--- src/rtl/i2cs_pkg.sv ---
package i2cs_pkg;

    localparam int BYTE_W = 8;
    localparam logic [5:0] DEV_ADDR_HI = 6'b110100;

    typedef enum logic [2:0] {
        ST_IDLE,
        ST_ADDR,
        ST_ADDR_ACK,
        ST_WR,
        ST_WR_ACK,
        ST_RD,
        ST_RD_ACK,
        ST_IGNORE
    } slv_state_e;

    typedef struct packed {
        logic scl;
        logic sda;
        logic scl_rise;
        logic scl_fall;
        logic start;
        logic stop;
    } bus_ev_t;

    function automatic logic addr_hit(input logic [BYTE_W-1:0] b, input logic sel);
        return b[BYTE_W-1:1] == {DEV_ADDR_HI, sel};
    endfunction

endpackage

--- src/rtl/i2cs_bus_cond.sv ---
module i2cs_bus_cond
    import i2cs_pkg::*;
#(
    parameter int SYNC_STAGES = 2
) (
    input  logic    clk,
    input  logic    rst,
    input  logic    scl_i,
    input  logic    sda_i,
    output bus_ev_t ev_o
);
    // SYNC_STAGES must be at least 2.
    logic [SYNC_STAGES-1:0] scl_pipe, sda_pipe;
    logic scl_d, sda_d;
    logic scl_s, sda_s;

    assign scl_s = scl_pipe[SYNC_STAGES-1];
    assign sda_s = sda_pipe[SYNC_STAGES-1];

    always_ff @(posedge clk) begin
        if (rst) begin
            scl_pipe <= '1;
            sda_pipe <= '1;
            scl_d    <= 1'b1;
            sda_d    <= 1'b1;
        end else begin
            scl_pipe <= {scl_pipe[SYNC_STAGES-2:0], scl_i};
            sda_pipe <= {sda_pipe[SYNC_STAGES-2:0], sda_i};
            scl_d    <= scl_s;
            sda_d    <= sda_s;
        end
    end

    always_comb begin
        ev_o.scl      = scl_s;
        ev_o.sda      = sda_s;
        ev_o.scl_rise = scl_s & ~scl_d;
        ev_o.scl_fall = ~scl_s & scl_d;
        ev_o.start    = scl_s & scl_d & sda_d & ~sda_s;
        ev_o.stop     = scl_s & scl_d & ~sda_d & sda_s;
    end

    // a START condition cannot be seen on two consecutive cycles
    a_r10_start_single: assert property (@(posedge clk) disable iff (rst)
        ev_o.start |=> !ev_o.start);

endmodule

--- src/rtl/i2cs_ptr.sv ---
module i2cs_ptr #(
    parameter int ADDR_W   = 5,
    parameter int LAST_REG = 16
) (
    input  logic              clk,
    input  logic              rst,
    input  logic              load_i,
    input  logic [ADDR_W-1:0] load_val_i,
    input  logic              inc_i,
    output logic [ADDR_W-1:0] ptr_o,
    output logic              wrap_o
);
    localparam logic [ADDR_W-1:0] LAST_P = ADDR_W'(LAST_REG);

    logic [ADDR_W-1:0] ptr_q;
    logic              wrap_q;

    always_ff @(posedge clk) begin
        if (rst) begin
            ptr_q  <= '0;
            wrap_q <= 1'b0;
        end else begin
            wrap_q <= 1'b0;
            if (load_i) begin
                ptr_q <= load_val_i;
            end else if (inc_i) begin
                if (ptr_q >= LAST_P) begin
                    ptr_q  <= '0;
                    wrap_q <= 1'b1;
                end else begin
                    ptr_q <= ptr_q + 1'b1;
                end
            end
        end
    end

    assign ptr_o  = ptr_q;
    assign wrap_o = wrap_q;

    // stepping past the last register lands on 00h with a wrap pulse
    a_r5_wrap_to_zero: assert property (@(posedge clk) disable iff (rst)
        (ptr_q == LAST_P && inc_i && !load_i) |=> (ptr_q == '0 && wrap_o));

    // the wrap pulse lasts a single cycle
    a_r5_wrap_single: assert property (@(posedge clk) disable iff (rst)
        wrap_o |=> !wrap_o);

endmodule

--- src/rtl/i2cs_wrap_top.sv ---
module i2cs_wrap_top
    import i2cs_pkg::*;
#(
    parameter int SYNC_STAGES = 2,
    parameter int ADDR_W      = 5,
    parameter int LAST_REG    = 16
) (
    input  logic              clk,
    input  logic              rst,
    input  logic              scl_i,
    input  logic              sda_i,
    input  logic              addr_sel,
    output logic              sda_oe,
    output logic [ADDR_W-1:0] reg_addr,
    output logic              reg_wr,
    output logic [7:0]        reg_wdata,
    input  logic [7:0]        reg_rdata,
    output logic              start_strobe,
    output logic              wrap_strobe
);
    localparam logic [2:0] LAST_BIT = 3'(BYTE_W - 1);

    bus_ev_t           ev;
    slv_state_e        state;
    logic [2:0]        bit_cnt;
    logic [BYTE_W-1:0] shreg;
    logic [BYTE_W-1:0] rx_byte;
    logic              rw_q, ack_phase, first_q, more_q;
    logic              oe_q, wr_q, start_q;
    logic [BYTE_W-1:0] wdata_q;
    logic              load_q, inc_q;
    logic [ADDR_W-1:0] load_val_q;
    logic [ADDR_W-1:0] ptr;

    i2cs_bus_cond #(.SYNC_STAGES(SYNC_STAGES)) u_cond (
        .clk   (clk),
        .rst   (rst),
        .scl_i (scl_i),
        .sda_i (sda_i),
        .ev_o  (ev)
    );

    i2cs_ptr #(.ADDR_W(ADDR_W), .LAST_REG(LAST_REG)) u_ptr (
        .clk        (clk),
        .rst        (rst),
        .load_i     (load_q),
        .load_val_i (load_val_q),
        .inc_i      (inc_q),
        .ptr_o      (ptr),
        .wrap_o     (wrap_strobe)
    );

    assign rx_byte = {shreg[BYTE_W-2:0], ev.sda};

    always_ff @(posedge clk) begin
        if (rst) begin
            state      <= ST_IDLE;
            bit_cnt    <= '0;
            shreg      <= '0;
            rw_q       <= 1'b0;
            ack_phase  <= 1'b0;
            first_q    <= 1'b0;
            more_q     <= 1'b0;
            oe_q       <= 1'b0;
            wr_q       <= 1'b0;
            wdata_q    <= '0;
            start_q    <= 1'b0;
            load_q     <= 1'b0;
            inc_q      <= 1'b0;
            load_val_q <= '0;
        end else begin
            wr_q    <= 1'b0;
            load_q  <= 1'b0;
            inc_q   <= 1'b0;
            start_q <= ev.start;
            if (ev.start) begin
                state     <= ST_ADDR;
                bit_cnt   <= '0;
                oe_q      <= 1'b0;
                ack_phase <= 1'b0;
            end else if (ev.stop) begin
                state <= ST_IDLE;
                oe_q  <= 1'b0;
            end else begin
                unique case (state)
                    ST_ADDR: begin
                        if (ev.scl_rise) begin
                            shreg   <= rx_byte;
                            bit_cnt <= bit_cnt + 3'd1;
                            if (bit_cnt == LAST_BIT) begin
                                if (addr_hit(rx_byte, addr_sel)) begin
                                    state     <= ST_ADDR_ACK;
                                    rw_q      <= rx_byte[0];
                                    ack_phase <= 1'b0;
                                end else begin
                                    state <= ST_IGNORE;
                                end
                            end
                        end
                    end
                    ST_ADDR_ACK: begin
                        if (ev.scl_fall) begin
                            if (!ack_phase) begin
                                oe_q      <= 1'b1;
                                ack_phase <= 1'b1;
                            end else begin
                                ack_phase <= 1'b0;
                                bit_cnt   <= '0;
                                if (rw_q) begin
                                    state <= ST_RD;
                                    shreg <= reg_rdata;
                                    oe_q  <= ~reg_rdata[BYTE_W-1];
                                end else begin
                                    state   <= ST_WR;
                                    first_q <= 1'b1;
                                    oe_q    <= 1'b0;
                                end
                            end
                        end
                    end
                    ST_WR: begin
                        if (ev.scl_rise) begin
                            shreg   <= rx_byte;
                            bit_cnt <= bit_cnt + 3'd1;
                            if (bit_cnt == LAST_BIT) begin
                                if (first_q) begin
                                    load_q     <= 1'b1;
                                    load_val_q <= rx_byte[ADDR_W-1:0];
                                    first_q    <= 1'b0;
                                end else begin
                                    wr_q    <= 1'b1;
                                    wdata_q <= rx_byte;
                                    inc_q   <= 1'b1;
                                end
                                state     <= ST_WR_ACK;
                                ack_phase <= 1'b0;
                            end
                        end
                    end
                    ST_WR_ACK: begin
                        if (ev.scl_fall) begin
                            if (!ack_phase) begin
                                oe_q      <= 1'b1;
                                ack_phase <= 1'b1;
                            end else begin
                                oe_q      <= 1'b0;
                                ack_phase <= 1'b0;
                                bit_cnt   <= '0;
                                state     <= ST_WR;
                            end
                        end
                    end
                    ST_RD: begin
                        if (ev.scl_fall) begin
                            shreg <= {shreg[BYTE_W-2:0], 1'b0};
                            oe_q  <= ~shreg[BYTE_W-2];
                        end else if (ev.scl_rise) begin
                            bit_cnt <= bit_cnt + 3'd1;
                            if (bit_cnt == LAST_BIT) begin
                                state     <= ST_RD_ACK;
                                inc_q     <= 1'b1;
                                ack_phase <= 1'b0;
                            end
                        end
                    end
                    ST_RD_ACK: begin
                        if (ev.scl_fall) begin
                            if (!ack_phase) begin
                                oe_q      <= 1'b0;
                                ack_phase <= 1'b1;
                            end else begin
                                ack_phase <= 1'b0;
                                if (more_q) begin
                                    state   <= ST_RD;
                                    shreg   <= reg_rdata;
                                    oe_q    <= ~reg_rdata[BYTE_W-1];
                                    bit_cnt <= '0;
                                end else begin
                                    state <= ST_IGNORE;
                                end
                            end
                        end else if (ev.scl_rise && ack_phase) begin
                            more_q <= ~ev.sda;
                        end
                    end
                    default: ;
                endcase
            end
        end
    end

    assign sda_oe       = oe_q;
    assign reg_addr     = ptr;
    assign reg_wr       = wr_q;
    assign reg_wdata    = wdata_q;
    assign start_strobe = start_q;

    // the output enable only moves while SCL is low (bus conditions excepted)
    a_r11_oe_scl_low: assert property (@(posedge clk) disable iff (rst)
        (!$stable(oe_q) && !$past(ev.start || ev.stop)) |-> !$past(ev.scl));

    // a silenced slave never pulls SDA
    a_r2_ignore_quiet: assert property (@(posedge clk) disable iff (rst)
        (state == ST_IGNORE) |-> !oe_q);

    // register writes only come out of a write transfer's data byte
    a_r4_wr_in_write: assert property (@(posedge clk) disable iff (rst)
        wr_q |-> (!rw_q && state == ST_WR_ACK));

    // START strobe is one cycle wide
    a_r10_strobe_single: assert property (@(posedge clk) disable iff (rst)
        start_q |=> !start_q);

endmodule

--- config.mk ---
export PLATFORM = sky130hd
export DESIGN_NAME = i2cs_wrap_top
export DESIGN_NICKNAME = d
export VERILOG_FILES = /design/src/rtl/i2cs_pkg.sv /design/src/rtl/i2cs_bus_cond.sv /design/src/rtl/i2cs_ptr.sv /design/src/rtl/i2cs_wrap_top.sv
export SDC_FILE = /design/constraint.sdc
export NUM_CORES = 1
export LEC_CHECK = 0
export BUFFER_PORTS_ARGS = -buffer_cell sky130_fd_sc_hd__buf_2
export CAP_MARGIN = 30
export CORE_MARGIN = 10
export CORE_UTILIZATION = 57
export DETAILED_ROUTE_END_ITERATION = 10
export GPL_ROUTABILITY_DRIVEN = 0
export HOLD_SLACK_MARGIN = 0.12
export MAX_ROUTING_LAYER = met4
export PLACE_DENSITY = 0.9
export SETUP_SLACK_MARGIN = 0.05
export SLEW_MARGIN = 25
export SYNTH_ARGS = -nofsm -noshare
export SYNTH_HDL_FRONTEND = slang
export SYNTH_SLANG_ARGS = --single-unit
--- constraint.sdc ---
create_clock -name clk -period 1.85 [get_ports clk]
set_input_delay 0.4625 -clock clk [delete_from_list [all_inputs] [get_ports clk]]
set_output_delay 0.4625 -clock clk [all_outputs]
set_load 0.01 [all_outputs]
* Yosys cells after proc, flatten, opt, wreduce, memory -nomap -nowiden *
Index checks and enable logic that the tools add are counted.

storage, ports and cells
  flip-flop bits (word level) = 47
  input bits = 13
  output and inout port bits = 17
  logic and storage cells = 188

operators by class
  add/sub/neg operators = 2
  $lt $le $gt $ge = 1
  equality and inequality tests = 44
  multiplexer cells = 71
  bitwise gates (word level) = 21
  reductions and logical operators = 28

operator list
  kind                                           count
  2-to-1 mux 3 bit                               22
  2-to-1 mux 7 bit                               8
  != test 4 bit, second input constant           13
  != test 2 bit, second input constant           18
  2-to-1 mux 1 bit                               30
  case mux 7 bit (4 select lines)                1
  AND reduction 14 bit                           2
  AND reduction 6 bit                            4
  case mux 3 bit (6 select lines)                1
  AND reduction 8 bit                            2
  nonzero test 4 bit                             4
  2-to-1 mux 5 bit                               3
  inverter 1 bit                                 14
  == test 3 bit, second input constant           4
  case mux 3 bit (4 select lines)                1
  AND reduction 11 bit                           1
  OR reduction 3 bit                             3
  != test 2 x 1 -> 1 bit, second input constant  4
  case mux 1 bit (4 select lines)                2
  nonzero test 8 bit                             1
  AND 1 bit                                      7
  == test 7 bit                                  1
  AND reduction 7 bit                            1
  == test 3 x 2 -> 1 bit, second input constant  2
  other kinds (14)                               18

* Depth between registers and ports, before layout *
Gate-level depths: netlist of the first run.

  depth after elaboration = 7
  mapped depth = 8
  gate-level depth less buffers = 7

* Cells and area by module *
Synthesis of the first run repeated with hierarchy kept, for this count alone.

second synthesis, totals
  cell total of the unflattened synthesis = 301
  area total of the unflattened synthesis = 2551.2 µm²

by module, submodules not included
  module         instances  cells an instance  area an instance (µm²)  sequential area each (µm²)
  i2cs_wrap_top  1          246                2021.9                  700.7
  i2cs_ptr       1          37                 324.1                   120.1
  i2cs_bus_cond  1          18                 205.2                   120.1

* Worst setup path before layout of the first run *
OpenSTA, ideal clock, no wires.

  path type = reg-to-reg
  from = register bit_cnt[0]
  to = register state[0]
  setup time = 0.078 ns
  data arrival time = 1.529 ns
  required time = 1.772 ns
  setup slack = 0.243 ns
  stages on the path, launching flop included = 8
  path buffers = 1
  period minus slack after synthesis = 1.607 ns
  cells stage by stage = dfxtp_1 > ha_1 > ha_1 > and4b_1 > buf_4 > a221o_1 > o211a_1 > nor3_1

between the ends
  word-level cells in the longest chain between the ends = 3
  elaborated cells on any way between the ends = 5
  classes of those cells = 4 x eq/ne; 1 x reduce/logical

RTL lines
  item                                line                                                             text
  start: declaration                  i2cs_wrap_top.sv:25                                              logic [2:0] bit_cnt;
  start signal: assignment            i2cs_wrap_top.sv:89                                              bit_cnt <= bit_cnt + 3'd1;
  start signal: assignment            i2cs_wrap_top.sv:124                                             bit_cnt <= bit_cnt + 3'd1;
  start signal: assignment            i2cs_wrap_top.sv:158                                             bit_cnt <= bit_cnt + 3'd1;
  == test 3 bit (*)                   i2cs_wrap_top.sv:90, i2cs_wrap_top.sv:125, i2cs_wrap_top.sv:159
  != test 4 bit (no line)             n/a
  AND reduction 14 bit (no line) (*)  n/a
  end signal: assignment              i2cs_wrap_top.sv:92                                              state <= ST_ADDR_ACK;
  end signal: assignment              i2cs_wrap_top.sv:96                                              state <= ST_IGNORE;
  end signal: assignment              i2cs_wrap_top.sv:160                                             state <= ST_RD_ACK;
  end: declaration                    i2cs_wrap_top.sv:24                                              slv_state_e state;

Mark *: on every way between the ends. The rest lies on a longest branch, timed or not.
A chain may end at the register's enable or synchronous reset.

* Worst setup path after layout of the first run *
Ends and elaborated chain as after synthesis.

==> load_flow_metrics.sql, run 1 <==
INSERT INTO impl_metrics (metric_group, metric, value, unit) VALUES
('power', 'power.share.clock', '33.7', '%'),
('global_route', 'globalRoute.totalOverflow', '0', ''),
('power', 'seq_power_share', '60.1', '%'),
('hold_path', 'class_of_the_tightest_hold_or_removal_check', 'in2reg', ''),
('detailed_routing', 'route.detailed.wl_per_inst', '15.9', 'um'),
('floorplan', 'num_rows', '23', ''),
('global_route', 'gr-usage-all-layers', '15.8', '%'),
('yosys', 'synth-async-reset-ratio', '0', '%'),
('run_status', 'result_of_the_run', 'finished, final reports clean', ''),
('sta', 'hold_viol_final', '0', ''),
('clock_network', 'ctsHtreeMaxLevel', '2', ''),
('yosys', 'yosysUniqueCellTypes', '52', ''),
('yosys', 'postSynthNetCount', '275', ''),
('sta', 'max_freq', '572', 'MHz'),
('power', 'switchingPower', '397', 'uW'),
('layout', 'drive_gt1_share', '25.0', '%'),
('detailed_routing', 'vias_per_cell', '5.80', ''),
('sta', 'period_minus_slack', '1.75', 'ns'),
('placement', 'placed_area', '2510', 'sq um'),
('yosys', 'syn_avg_cell_area', '8.93', 'sq um'),
('floorplan', 'start_util', '58.5', '%'),
('global_route', 'grt_pass1_wl', '9.11', 'mm'),
('layout', 'antenna_cells', '0', ''),
('critical_path', 'crit_type', 'reg2reg', ''),
('clock_network', 'cts.clk_slew.worst_paths', '0.08', 'ns'),
('sta', 'whs', '0.340', 'ns'),
('layout', 'area_delta_synth_final', '15.6', '%'),
('yosys', 'synth_edf_count', '0', ''),
('clock_network', 'insertion_delay', '0.30', 'ns'),
('detailed_routing', 'dr.first_iter.drc_count', '149', ''),
('yosys', 'synth_warnings', '0', ''),
('critical_path', 'path_max_fanout', '5', ''),
('sta', 'slew-limit-headroom', '70.9', '%'),
('yosys', 'ys_seq_elements', '47', ''),
('floorplan', 'number_of_top_level_pins', '30', ''),
('sta', 'final-max-slew-violation-count', '0', ''),
('floorplan', 'die_h', '83.6', 'um'),
('detailed_routing', 'route.vias.total', '2007', ''),
('power', 'power_density', '644', 'nW/um^2'),
('layout', 'count_of_nets_after_finishing', '314', ''),
('sta', 'setup-violations-final', '0', ''),
('detailed_routing', 'detail_route.wirelength', '5.49', 'mm'),
('clock_network', 'cts_buffers', '5', ''),
('yosys', 'post_synth_inst_count', '258', ''),
('floorplan', 'full_die_area', '6990', 'sq um'),
('sta', 'grt_setup_unrepaired', 'no', ''),
('placement', 'hpwl', '3.85', 'mm'),
('sta', 'timing_worst_slew_pin_value', '0.435', 'ns'),
('global_route', 'grt_start_max_net_pins', '23', ''),
('yosys', 'synth.yosys.seq_area_share', '40.8', '%'),
('power', 'p_sw_share', '23.1', '%'),
('critical_path', 'crit_path_end_kind', 'flop', ''),
('clock_network', 'clockRootBuffer', 'sky130_fd_sc_hd__clkbuf_8', ''),
('global_route', 'grt_antenna_before_repair', '0', ''),
('clock_network', 'cts_tree', 'built', ''),
('critical_path', 'timing.critical_path.cells', 'ha_1 > ha_2 > and4b_1 > buf_4 > a221o_1 > o211a_1 > nor3_1', ''),
('critical_path', 'crit_slowest_cell', 'sky130_fd_sc_hd__dfxtp_2', ''),
('detailed_routing', 'drtAntennaViolNets', '0', ''),
('power', 'cell_internal_pwr', '1.32', 'mW'),
('detailed_routing', 'drt_pass1_iterations', '4', ''),
('layout', 'layout.cell_area.non_filler', '2670', 'sq um'),
('power', 'max_ir_drop_vdd', '713', 'uV'),
('critical_path', 'worstSetupStartpointType', 'flop', ''),
('clock_network', 'cts_max_path_buffers', '2', ''),
('global_route', 'via_count_of_the_first_global_routing_pass', '1889', ''),
('run', 'max_cap_viol_count', '0', ''),
('power', 'power_frac_comb', '6.2', '%'),
('clock_network', 'numClockSinks', '47', ''),
('floorplan', 'die_width', '83.6', 'um'),
('critical_path', 'worstPathArrival', '1.98', 'ns'),
('power', 'reported_leakage_power', '1.07', 'nW'),
('yosys', 'netlist_area', '2300', 'sq um'),
('sta', 'clock-skew-final', '0.00704', 'ns'),
('critical_path', 'crit_path_max_incr_delay', '0.34', 'ns'),
('placement', 'io_buffer_count', '29', ''),
('critical_path', 'worst-endpoint-required', '2.08', 'ns'),
('detailed_routing', 'post-route-drc-count', '0', ''),
('yosys', 'synthFlopType', 'sky130_fd_sc_hd__dfxtp_1', ''),
('sta', 'final_min_period_over_clock_period', '94.5', '%'),
('floorplan', 'coreArea', '3940', 'sq um'),
('sta', 'final.setup.tns', '0', 'ns');
## power groups by stage
stage | clock (mW) | sequential (mW) | combinational, mW
2_1_floorplan | 0 | 1.05 | 0.0767
3_3_place_gp | 0 | 1.05 | 0.101
3_5_place_dp | 0 | 1.06 | 0.104
4_1_cts | 0.585 | 1.03 | 0.105
5_1_grt | 0.627 | 1.03 | 0.117
6_report | 0.578 | 1.03 | 0.107
## worst max-delay path, delay by kind of cell (launching register included)
| family | cells | cell delay (ns) |
|---|---|---|
| buffers and inverters | 1 | 0.16 |
| AO/OA/AOI/OAI | 2 | 0.44 |
| flip-flops | 1 | 0.34 |
| adder cells (fa/ha/maj) | 2 | 0.36 |
| AND/OR/NAND/NOR | 2 | 0.37 |
## what timing repair did
action                                  in CTS  in global routing
gates resized for setup                      0                  4
setup buffers                                1                  5
endpoints found under the setup margin       2                 12
hold buffers                                 0                  0
pin swaps                                    1                  2
## metal layers
metal / part of all wire, % / wire length (um) / up-vias / GRT usage (%)
li1: - / - / 995 / -
met1: 43 / 2360 / 939 / 18.3
met2: 48 / 2630 / 67 / 24.9
met3: 7.6 / 416 / 6 / 4.69
met4: 1.5 / 81 / 0 / 6.24
met5: 0 / 0 / - / -
## layout make-up
type / instances / area, sq um
clock buffers: 6 / 72.6
flip-flops and latches: 47 / 943
repair buffers: 45 / 290
multi-input cells: 190 / 1270
fillers: 288 / 1280
inverters: 8 / 30.0
well taps: 50 / 62.6
## cell usage after synthesis, drive strengths merged (4+ instances only)
cell type / number / share of area, %
a21oi: 15 / 3.4
ha: 4 / 2.2
o21ai: 11 / 2.4
a211oi: 7 / 2.9
clkbuf: 7 / 1.1
nand4: 4 / 1.1
dfxtp: 47 / 41
nand2b: 7 / 1.9
nand2: 13 / 2.3
inv: 8 / 1.3
mux2i: 24 / 10
or2: 7 / 1.9
nor2b: 7 / 1.9
nor2: 44 / 7.5
nor3: 8 / 1.7
buf: 6 / 2.1
## cells by family (layout without fill, tap and decap cells)
group,after synthesis,after routing,synth area share (%)
AOI/OAI and AO/OA,55,55,17.3
DFF,47,47,40.8
buffers and inverters,21,59,4.51
xor gates and xnor gates,2,2,0.760
adders and majority gates,4,4,2.17
and+or+nand+nor,104,104,23.5
muxes,25,25,10.9
## flip-flops by register name, summed over array words and instances, names as in the netlist, 2 cells and up
name / cells
bit_cnt: 3
load_val_q: 5
reg_wdata: 8
shreg: 7
state: 3
u_cond.scl_pipe: 2
u_cond.sda_pipe: 2
u_ptr.ptr_o: 5
## layout by cell type (no fill, tap or decap), types with 2 or more instances in the layout
cell type and count:
sky130_fd_sc_hd__xnor2_1 2, sky130_fd_sc_hd__a31o_2 2, sky130_fd_sc_hd__inv_1 8, sky130_fd_sc_hd__a21oi_1 14
sky130_fd_sc_hd__or2_2 7, sky130_fd_sc_hd__o311ai_0 2, sky130_fd_sc_hd__o21ai_0 11, sky130_fd_sc_hd__buf_12 2
sky130_fd_sc_hd__nor2_1 43, sky130_fd_sc_hd__nor2b_1 7, sky130_fd_sc_hd__a211oi_2 3, sky130_fd_sc_hd__dfxtp_1 45
sky130_fd_sc_hd__nand3b_1 2, sky130_fd_sc_hd__buf_2 29, sky130_fd_sc_hd__buf_4 14, sky130_fd_sc_hd__nand4_1 4
sky130_fd_sc_hd__a211oi_1 4, sky130_fd_sc_hd__nor4bb_1 2, sky130_fd_sc_hd__a31oi_1 2, sky130_fd_sc_hd__a221oi_1 2
sky130_fd_sc_hd__clkbuf_8 5, sky130_fd_sc_hd__mux2i_1 23, sky130_fd_sc_hd__nand2_1 11, sky130_fd_sc_hd__dfxtp_2 2
sky130_fd_sc_hd__ha_1 3, sky130_fd_sc_hd__nand2_2 2, sky130_fd_sc_hd__a32oi_1 2, sky130_fd_sc_hd__nand2b_1 7
sky130_fd_sc_hd__o21bai_1 2, sky130_fd_sc_hd__nor3_1 8
## stage by stage
step / instances / power [mW] / utilization [%] / worst slack [ns]
6_report: 346 / 1.72 / 67.6 / 0.102
5_1_grt: 346 / 1.78 / 67.6 / 0.0511
4_1_cts: 341 / 1.72 / 66.1 / 0.0949
3_5_place_dp: 334 / 1.16 / 63.8 / 0.0847
3_3_place_gp: 334 / 1.16 / 63.8 / 0.168
2_1_floorplan: 258 / 1.13 / - / 0.243
## path summary, 6_finish.rpt
path                   endpoint  slack, ns               start  depth (start not counted)
min          u_cond.scl_pipe[0]       0.34               scl_i                          2
max reg2reg            state[0]       0.10          bit_cnt[0]                          7
max                    state[0]       0.10          bit_cnt[0]                          7
min reg2reg  u_cond.scl_pipe[1]       0.41  u_cond.scl_pipe[0]                          1
Note: power is estimated with default switching activity, not from simulation.
==> inputs of run 2 (changes only) <==
--- a/config.mk
+++ b/config.mk
@@ -7,14 +7,14 @@
 export LEC_CHECK = 0
 export BUFFER_PORTS_ARGS = -buffer_cell sky130_fd_sc_hd__buf_2
 export CAP_MARGIN = 30
-export CORE_MARGIN = 10
 export CORE_UTILIZATION = 57
 export DETAILED_ROUTE_END_ITERATION = 10
 export GPL_ROUTABILITY_DRIVEN = 0
 export HOLD_SLACK_MARGIN = 0.12
 export MAX_ROUTING_LAYER = met4
 export PLACE_DENSITY = 0.9
-export SETUP_SLACK_MARGIN = 0.05
+export REMOVE_ABC_BUFFERS = 1
+export SETUP_SLACK_MARGIN = 0.3
 export SLEW_MARGIN = 25
 export SYNTH_ARGS = -nofsm -noshare
 export SYNTH_HDL_FRONTEND = slang
==> run 2 against run 1 <==
  * Combinational power grew 18%
  * Non-clock buffer count grew 1
  * Sequential cell count is the same
  * Via count grew 6.5%
  * Die area shrank 38%
  * Core utilization grew 7.2 points
  * Power grew 2.0%
  * Cell count is the same
  * Register-to-register slack gained 0.14 ns
  * Design area grew 5.9%
  * Global-route usage grew 14 points
  * Fmax grew 9.0%
  * Largest cell class unchanged
==> load_flow_metrics.sql, run 2 (synthesized netlist as in run 1, its figures left out) <==
INSERT INTO impl_metrics (metric_group, metric, value, unit) VALUES
('sta', 'slew-limit-headroom', '68.7', '%'),
('placement', 'io_buffer_count', '29', ''),
('run_status', 'result_of_the_run', 'finished, final reports clean', ''),
('critical_path', 'crit_path_max_incr_delay', '0.35', 'ns'),
('critical_path', 'timing.critical_path.cells', 'ha_4 > ha_4 > and4b_2 > buf_4 > nand3_4 > mux2i_1 > nor2_1', ''),
('power', 'power_density', '621', 'nW/um^2'),
('critical_path', 'r2r_slack', '0.25', 'ns'),
('layout', 'drive_gt1_share', '33.9', '%'),
('run', 'max_cap_viol_count', '0', ''),
('detailed_routing', 'dr.first_iter.drc_count', '131', ''),
('clock_network', 'number_of_hold_buffers_added_after_cts', '0', ''),
('sta', 'setup-violations-final', '0', ''),
('sta', 'grt_setup_unrepaired', 'yes', ''),
('sta', 'final_min_period_over_clock_period', '86.7', '%'),
('layout', 'layout.cells.most_common_list', '41 x sky130_fd_sc_hd__nor2_1, 39 x sky130_fd_sc_hd__dfxtp_1, 29 x sky130_fd_sc_hd__buf_2', ''),
('global_route', 'grt_start_max_net_pins', '24', ''),
('placement', 'hpwl', '3.57', 'mm'),
('clock_network', 'ctsHtreeMaxLevel', '2', ''),
('critical_path', 'crit_path_frequent_cell', 'sky130_fd_sc_hd__ha_4', ''),
('sta', 'hold_viol_final', '0', ''),
('hold_path', 'class_of_the_tightest_hold_or_removal_check', 'in2reg', ''),
('clock_network', 'cts_max_path_buffers', '2', ''),
('detailed_routing', 'route.detailed.wl_per_inst', '17.6', 'um'),
('clock_network', 'cts.clk_slew.worst_paths', '0.08', 'ns'),
('floorplan', 'full_die_area', '4300', 'sq um'),
('critical_path', 'crit_slowest_cell', 'sky130_fd_sc_hd__dfxtp_2', ''),
('global_route', 'grt_antenna_before_repair', '0', ''),
('sta', 'max_freq', '623', 'MHz'),
('detailed_routing', 'drtAntennaViolNets', '0', ''),
('sta', 'clock-skew-final', '0.00906', 'ns'),
('clock_network', 'insertion_delay', '0.31', 'ns'),
('floorplan', 'num_rows', '22', ''),
('critical_path', 'path_max_fanout', '7', ''),
('critical_path', 'critical-path-top-delay-family', 'simple AND/OR/NAND/NOR gates', ''),
('global_route', 'gr-usage-all-layers', '29.7', '%'),
('global_route', 'via_count_of_the_first_global_routing_pass', '1945', ''),
('critical_path', 'worstSetupStartpointType', 'flop', ''),
('sta', 'final.setup.tns', '0', 'ns'),
('clock_network', 'numClockSinks', '47', ''),
('detailed_routing', 'detail_route.wirelength', '6.09', 'mm'),
('floorplan', 'die_width', '65.6', 'um'),
('layout', 'count_of_nets_after_finishing', '315', ''),
('floorplan', 'coreArea', '3770', 'sq um'),
('detailed_routing', 'drt_pass1_iterations', '4', ''),
('global_route', 'globalRoute.totalOverflow', '0', ''),
('floorplan', 'start_util', '61.1', '%'),
('critical_path', 'crit_path_end_kind', 'flop', ''),
('critical_path', 'worst-endpoint-required', '2.05', 'ns'),
('sta', 'period_minus_slack', '1.60', 'ns'),
('global_route', 'grt_pass1_wl', '9.32', 'mm'),
('clock_network', 'cts_buffers', '5', ''),
('layout', 'area_delta_synth_final', '22.4', '%'),
('layout', 'final_common_cell', 'sky130_fd_sc_hd__nor2_1', ''),
('sta', 'timing.final.ws_setup', '0.246', 'ns'),
('detailed_routing', 'post-route-drc-count', '0', ''),
('floorplan', 'number_of_top_level_pins', '30', ''),
('power', 'reported_leakage_power', '1.11', 'nW'),
('clock_network', 'cts_tree', 'built', ''),
('sta', 'timing_worst_slew_pin_value', '0.468', 'ns'),
('detailed_routing', 'route.vias.total', '2137', ''),
('critical_path', 'crit_type', 'reg2reg', ''),
('floorplan', 'die_h', '65.6', 'um'),
('layout', 'antenna_cells', '0', ''),
('critical_path', 'worst-path-buf-inv', '1', ''),
('power', 'max_ir_drop_vdd', '587', 'uV'),
('clock_network', 'clockRootBuffer', 'sky130_fd_sc_hd__clkbuf_8', ''),
('detailed_routing', 'vias_per_cell', '6.18', ''),
('sta', 'final-max-slew-violation-count', '0', ''),
('layout', 'largest_register_ff_count', '8', ''),
('layout', 'fillerInstances', '248', ''),
('placement', 'minimum_setup_slack_after_placement', '0.0666', 'ns'),
('critical_path', 'worstPathArrival', '1.81', 'ns');
## run 2: layout make-up
type                    count  area [sq um]  share of cell area, %
clock buffers               5          68.8                   2.44
clock inverters             2          13.8                  0.488
inverters                   8          33.8                   1.20
multi-input cells         190          1390                   49.4
flip-flops and latches     47           961                   34.1
well taps                  48          60.1                   2.13
repair buffers             46           292                   10.3
## run 2: repair_timing
action / 4_1_cts / 5_1_grt
endpoints found under the setup margin: 26 / 28
resized for setup: 17 / 29
hold endpoints to repair: 0 / 0
pin swaps: 6 / 11
buffers inserted: 6 / 0
## run 2: per-stage QoR
stage	power [mW]	std cells	area (sq um)	hold slack [ns]	utilization, %
global route	1.81	346	2820	0.329	74.8
floorplan	1.11	245	2230	0.389	-
detailed placement	1.16	333	2520	0.404	66.8
global placement	1.16	333	2520	0.394	66.8
finish	1.75	346	2820	0.332	74.8
CTS	1.74	346	2710	0.332	71.9
## run 2: routing by layer
metal  vias to the layer above  track usage, %  wire length (um)
li1                        997               -                 -
met2                       113            45.7              2910
met3                        36            6.77               392
met5                         -               -                 0
met1                       991            36.5              2540
met4                         0            14.7               255
## run 2: path summary, 6_finish.rpt
kind,from,to,cells past startpoint
max,bit_cnt[0],load_val_q[1],7
max reg2reg,bit_cnt[0],load_val_q[1],7
min reg2reg,u_cond.sda_pipe[0],u_cond.sda_pipe[1],1
min,sda_i,u_cond.sda_pipe[0],2
## run 2: where the power goes
part           leakage [nW]  switching [mW]  total (mW)  internal (mW)
logic                 0.685          0.0731       0.126         0.0527
clock network        0.0440           0.338       0.597          0.258
registers             0.383          0.0127        1.03           1.02
total                  1.11           0.424        1.75           1.33
==> inputs of run 3 (changes only) <==
--- a/config.mk
+++ b/config.mk
@@ -12,7 +12,7 @@
 export GPL_ROUTABILITY_DRIVEN = 0
 export HOLD_SLACK_MARGIN = 0.12
 export MAX_ROUTING_LAYER = met4
-export PLACE_DENSITY = 0.9
+export PLACE_DENSITY = 0.81
 export REMOVE_ABC_BUFFERS = 1
 export SETUP_SLACK_MARGIN = 0.3
 export SLEW_MARGIN = 25
==> run 3 against run 2 <==
  * Sequential power hardly changed
  * Count of clock-buffer cells in the layout is 2 higher
  * Global-route usage decreased by 3.0 points
  * Fmax is 3.1% higher
  * Setup slack better by 0.048 ns
  * Power grew 3.2%
  * Worst hold slack better by 0.0025 ns
  * Largest power group unchanged
  * Critical endpoint is now shreg[6]
  * Sequential cell count is the same
  * Design area about the same
==> load_flow_metrics.sql, run 3 (synthesized netlist as in run 1, its figures left out) <==
INSERT INTO impl_metrics (metric_group, metric, value, unit) VALUES
('run_status', 'result_of_the_run', 'finished, final reports clean', ''),
('sta', 'period_minus_slack', '1.56', 'ns'),
('global_route', 'globalRoute.totalOverflow', '0', ''),
('floorplan', 'num_rows', '22', ''),
('power', 'reported_leakage_power', '1.13', 'nW'),
('sta', 'timing_worst_slew_pin_value', '0.489', 'ns'),
('clock_network', 'cts.clk_slew.worst_paths', '0.09', 'ns'),
('detailed_routing', 'post-route-drc-count', '0', ''),
('layout', 'largest_register_ff_count', '8', ''),
('placement', 'post-place-cells', '332', ''),
('critical_path', 'path_max_fanout', '12', ''),
('global_route', 'grt_start_max_net_pins', '36', ''),
('sta', 'max_freq', '642', 'MHz'),
('power', 'cell_internal_pwr', '1.38', 'mW'),
('floorplan', 'start_util', '61.1', '%'),
('detailed_routing', 'vias_per_cell', '5.86', ''),
('floorplan', 'number_of_top_level_pins', '30', ''),
('critical_path', 'crit_path_end_kind', 'flop', ''),
('placement', 'hpwl', '3.45', 'mm'),
('power', 'power_frac_comb', '6.9', '%'),
('floorplan', 'full_die_area', '4300', 'sq um'),
('placement', 'io_buffer_count', '29', ''),
('sta', 'final-max-slew-violation-count', '0', ''),
('placement', 'placed_area', '2520', 'sq um'),
('run', 'max_cap_viol_count', '0', ''),
('power', 'total_power', '1.81', 'mW'),
('sta', 'setup-violations-final', '0', ''),
('detailed_routing', 'route.vias.total', '2067', ''),
('power', 'power.share.clock', '36.3', '%'),
('sta', 'hold_viol_final', '0', ''),
('clock_network', 'number_of_hold_buffers_added_after_cts', '0', ''),
('sta', 'final.setup.tns', '0', 'ns'),
('clock_network', 'cts_max_path_buffers', '2', ''),
('layout', 'drive_gt1_share', '32.5', '%'),
('critical_path', 'worst-endpoint-required', '2.08', 'ns'),
('detailed_routing', 'drtAntennaViolNets', '0', ''),
('clock_network', 'insertion_delay', '0.30', 'ns'),
('power', 'max_ir_drop_vdd', '433', 'uV'),
('critical_path', 'worstSetupStartpointType', 'flop', ''),
('detailed_routing', 'dr.first_iter.drc_count', '129', ''),
('sta', 'grt_setup_unrepaired', 'yes', ''),
('floorplan', 'die_width', '65.6', 'um'),
('detailed_routing', 'top_signal_layer_used', 'met4', ''),
('critical_path', 'crit_type', 'reg2reg', ''),
('sta', 'clock-skew-final', '0.00988', 'ns'),
('layout', 'final_cells', '353', ''),
('clock_network', 'clockRootBuffer', 'sky130_fd_sc_hd__clkbuf_8', ''),
('global_route', 'grt_pass1_wl', '8.54', 'mm'),
('clock_network', 'ctsHtreeMaxLevel', '2', ''),
('detailed_routing', 'detail_route.wirelength', '5.31', 'mm'),
('hold_path', 'class_of_the_tightest_hold_or_removal_check', 'in2reg', ''),
('global_route', 'gr-usage-all-layers', '26.7', '%'),
('detailed_routing', 'detailroute.wirelength.met2', '2.39', 'mm'),
('critical_path', 'worstPathArrival', '1.79', 'ns'),
('clock_network', 'numClockSinks', '47', ''),
('layout', 'final_common_cell', 'sky130_fd_sc_hd__nor2_1', ''),
('global_route', 'via_count_of_the_first_global_routing_pass', '1813', ''),
('layout', 'antenna_cells', '0', ''),
('floorplan', 'die_h', '65.6', 'um'),
('detailed_routing', 'routed-wl-met3', '349', 'um'),
('sta', 'slew-limit-headroom', '67.3', '%'),
('layout', 'count_of_nets_after_finishing', '321', ''),
('power', 'power_density', '640', 'nW/um^2'),
('detailed_routing', 'drt_pass1_iterations', '4', ''),
('power', 'switchingPower', '428', 'uW'),
('power', 'p_sw_share', '23.7', '%'),
('detailed_routing', 'm1WireLength', '2.48', 'mm'),
('sta', 'final_min_period_over_clock_period', '84.1', '%'),
('layout', 'layout.cell_area.non_filler', '2820', 'sq um'),
('clock_network', 'cts_tree', 'built', ''),
('power', 'seq_power_share', '56.8', '%'),
('layout', 'area_delta_synth_final', '22.5', '%'),
('detailed_routing', 'route.detailed.wl_per_inst', '15.1', 'um'),
('floorplan', 'coreArea', '3770', 'sq um'),
('clock_network', 'cts_buffers', '5', ''),
('global_route', 'grt_antenna_before_repair', '0', ''),
('layout', 'layout.cells.most_common_list', '41 x sky130_fd_sc_hd__nor2_1, 37 x sky130_fd_sc_hd__dfxtp_1, 30 x sky130_fd_sc_hd__buf_2', '');
## run 3: timing repair
| item | 4_1_cts | 5_1_grt |
|---|---|---|
| cloned | 0 | 1 |
| gates resized for setup | 12 | 17 |
| setup buffers | 9 | 3 |
| endpoints found under the setup margin | 26 | 26 |
| pin swaps | 7 | 11 |
## run 3: through the flow
stage	worst slack (ns)	util, %	hold slack (ns)
5_1_grt	0.225	74.9	0.332
3_5_place_dp	0.148	66.9	0.398
4_1_cts	0.292	72.8	0.335
6_report	0.293	74.9	0.335
3_3_place_gp	0.186	66.9	0.391
2_1_floorplan	0.167	-	0.389
## run 3: layer usage
metal	track usage (%)	vias to the layer above
met5	-	-
met4	12.0	0
met3	5.56	11
met2	39.6	86
met1	34.9	957
li1	-	1013
## run 3: power by group through the flow
stage	combinational, mW	clock (mW)	sequential [mW]
5_1_grt	0.134	0.690	1.03
6_report	0.124	0.657	1.03
2_1_floorplan	0.0578	0	1.05
4_1_cts	0.116	0.657	1.03
3_3_place_gp	0.112	0	1.05
3_5_place_dp	0.113	0	1.05
## run 3: layout make-up
| type | instances | area (sq um) |
|---|---|---|
| Clock buffer | 7 | 86.3 |
| Clock inverter | 1 | 8.76 |
| Fill cell | 257 | 947 |
| Inverter | 8 | 30.0 |
| Multi-Input combinational cell | 190 | 1330 |
| Sequential cell | 47 | 958 |
| Tap cell | 48 | 60.1 |
| Timing Repair Buffer | 52 | 348 |
## run 3: critical path: stages, from the launching register on
cell,delay [ns]
sky130_fd_sc_hd__dfxtp_4,0.44
sky130_fd_sc_hd__mux2_2,0.36
sky130_fd_sc_hd__nand2_2,0.11
sky130_fd_sc_hd__o22ai_4,0.10
sky130_fd_sc_hd__buf_2,0.17
sky130_fd_sc_hd__buf_4,0.14
sky130_fd_sc_hd__a211oi_2,0.17
## run 3: final timing paths
check / from / end / slack (ns) / cells after the start
setup / recovery: state[2] / shreg[6] / 0.29 / 6
hold / removal: sda_i / u_cond.sda_pipe[0] / 0.33 / 2
setup reg to reg: state[2] / shreg[6] / 0.29 / 6
hold reg to reg: u_cond.scl_pipe[0] / u_cond.scl_pipe[1] / 0.42 / 1
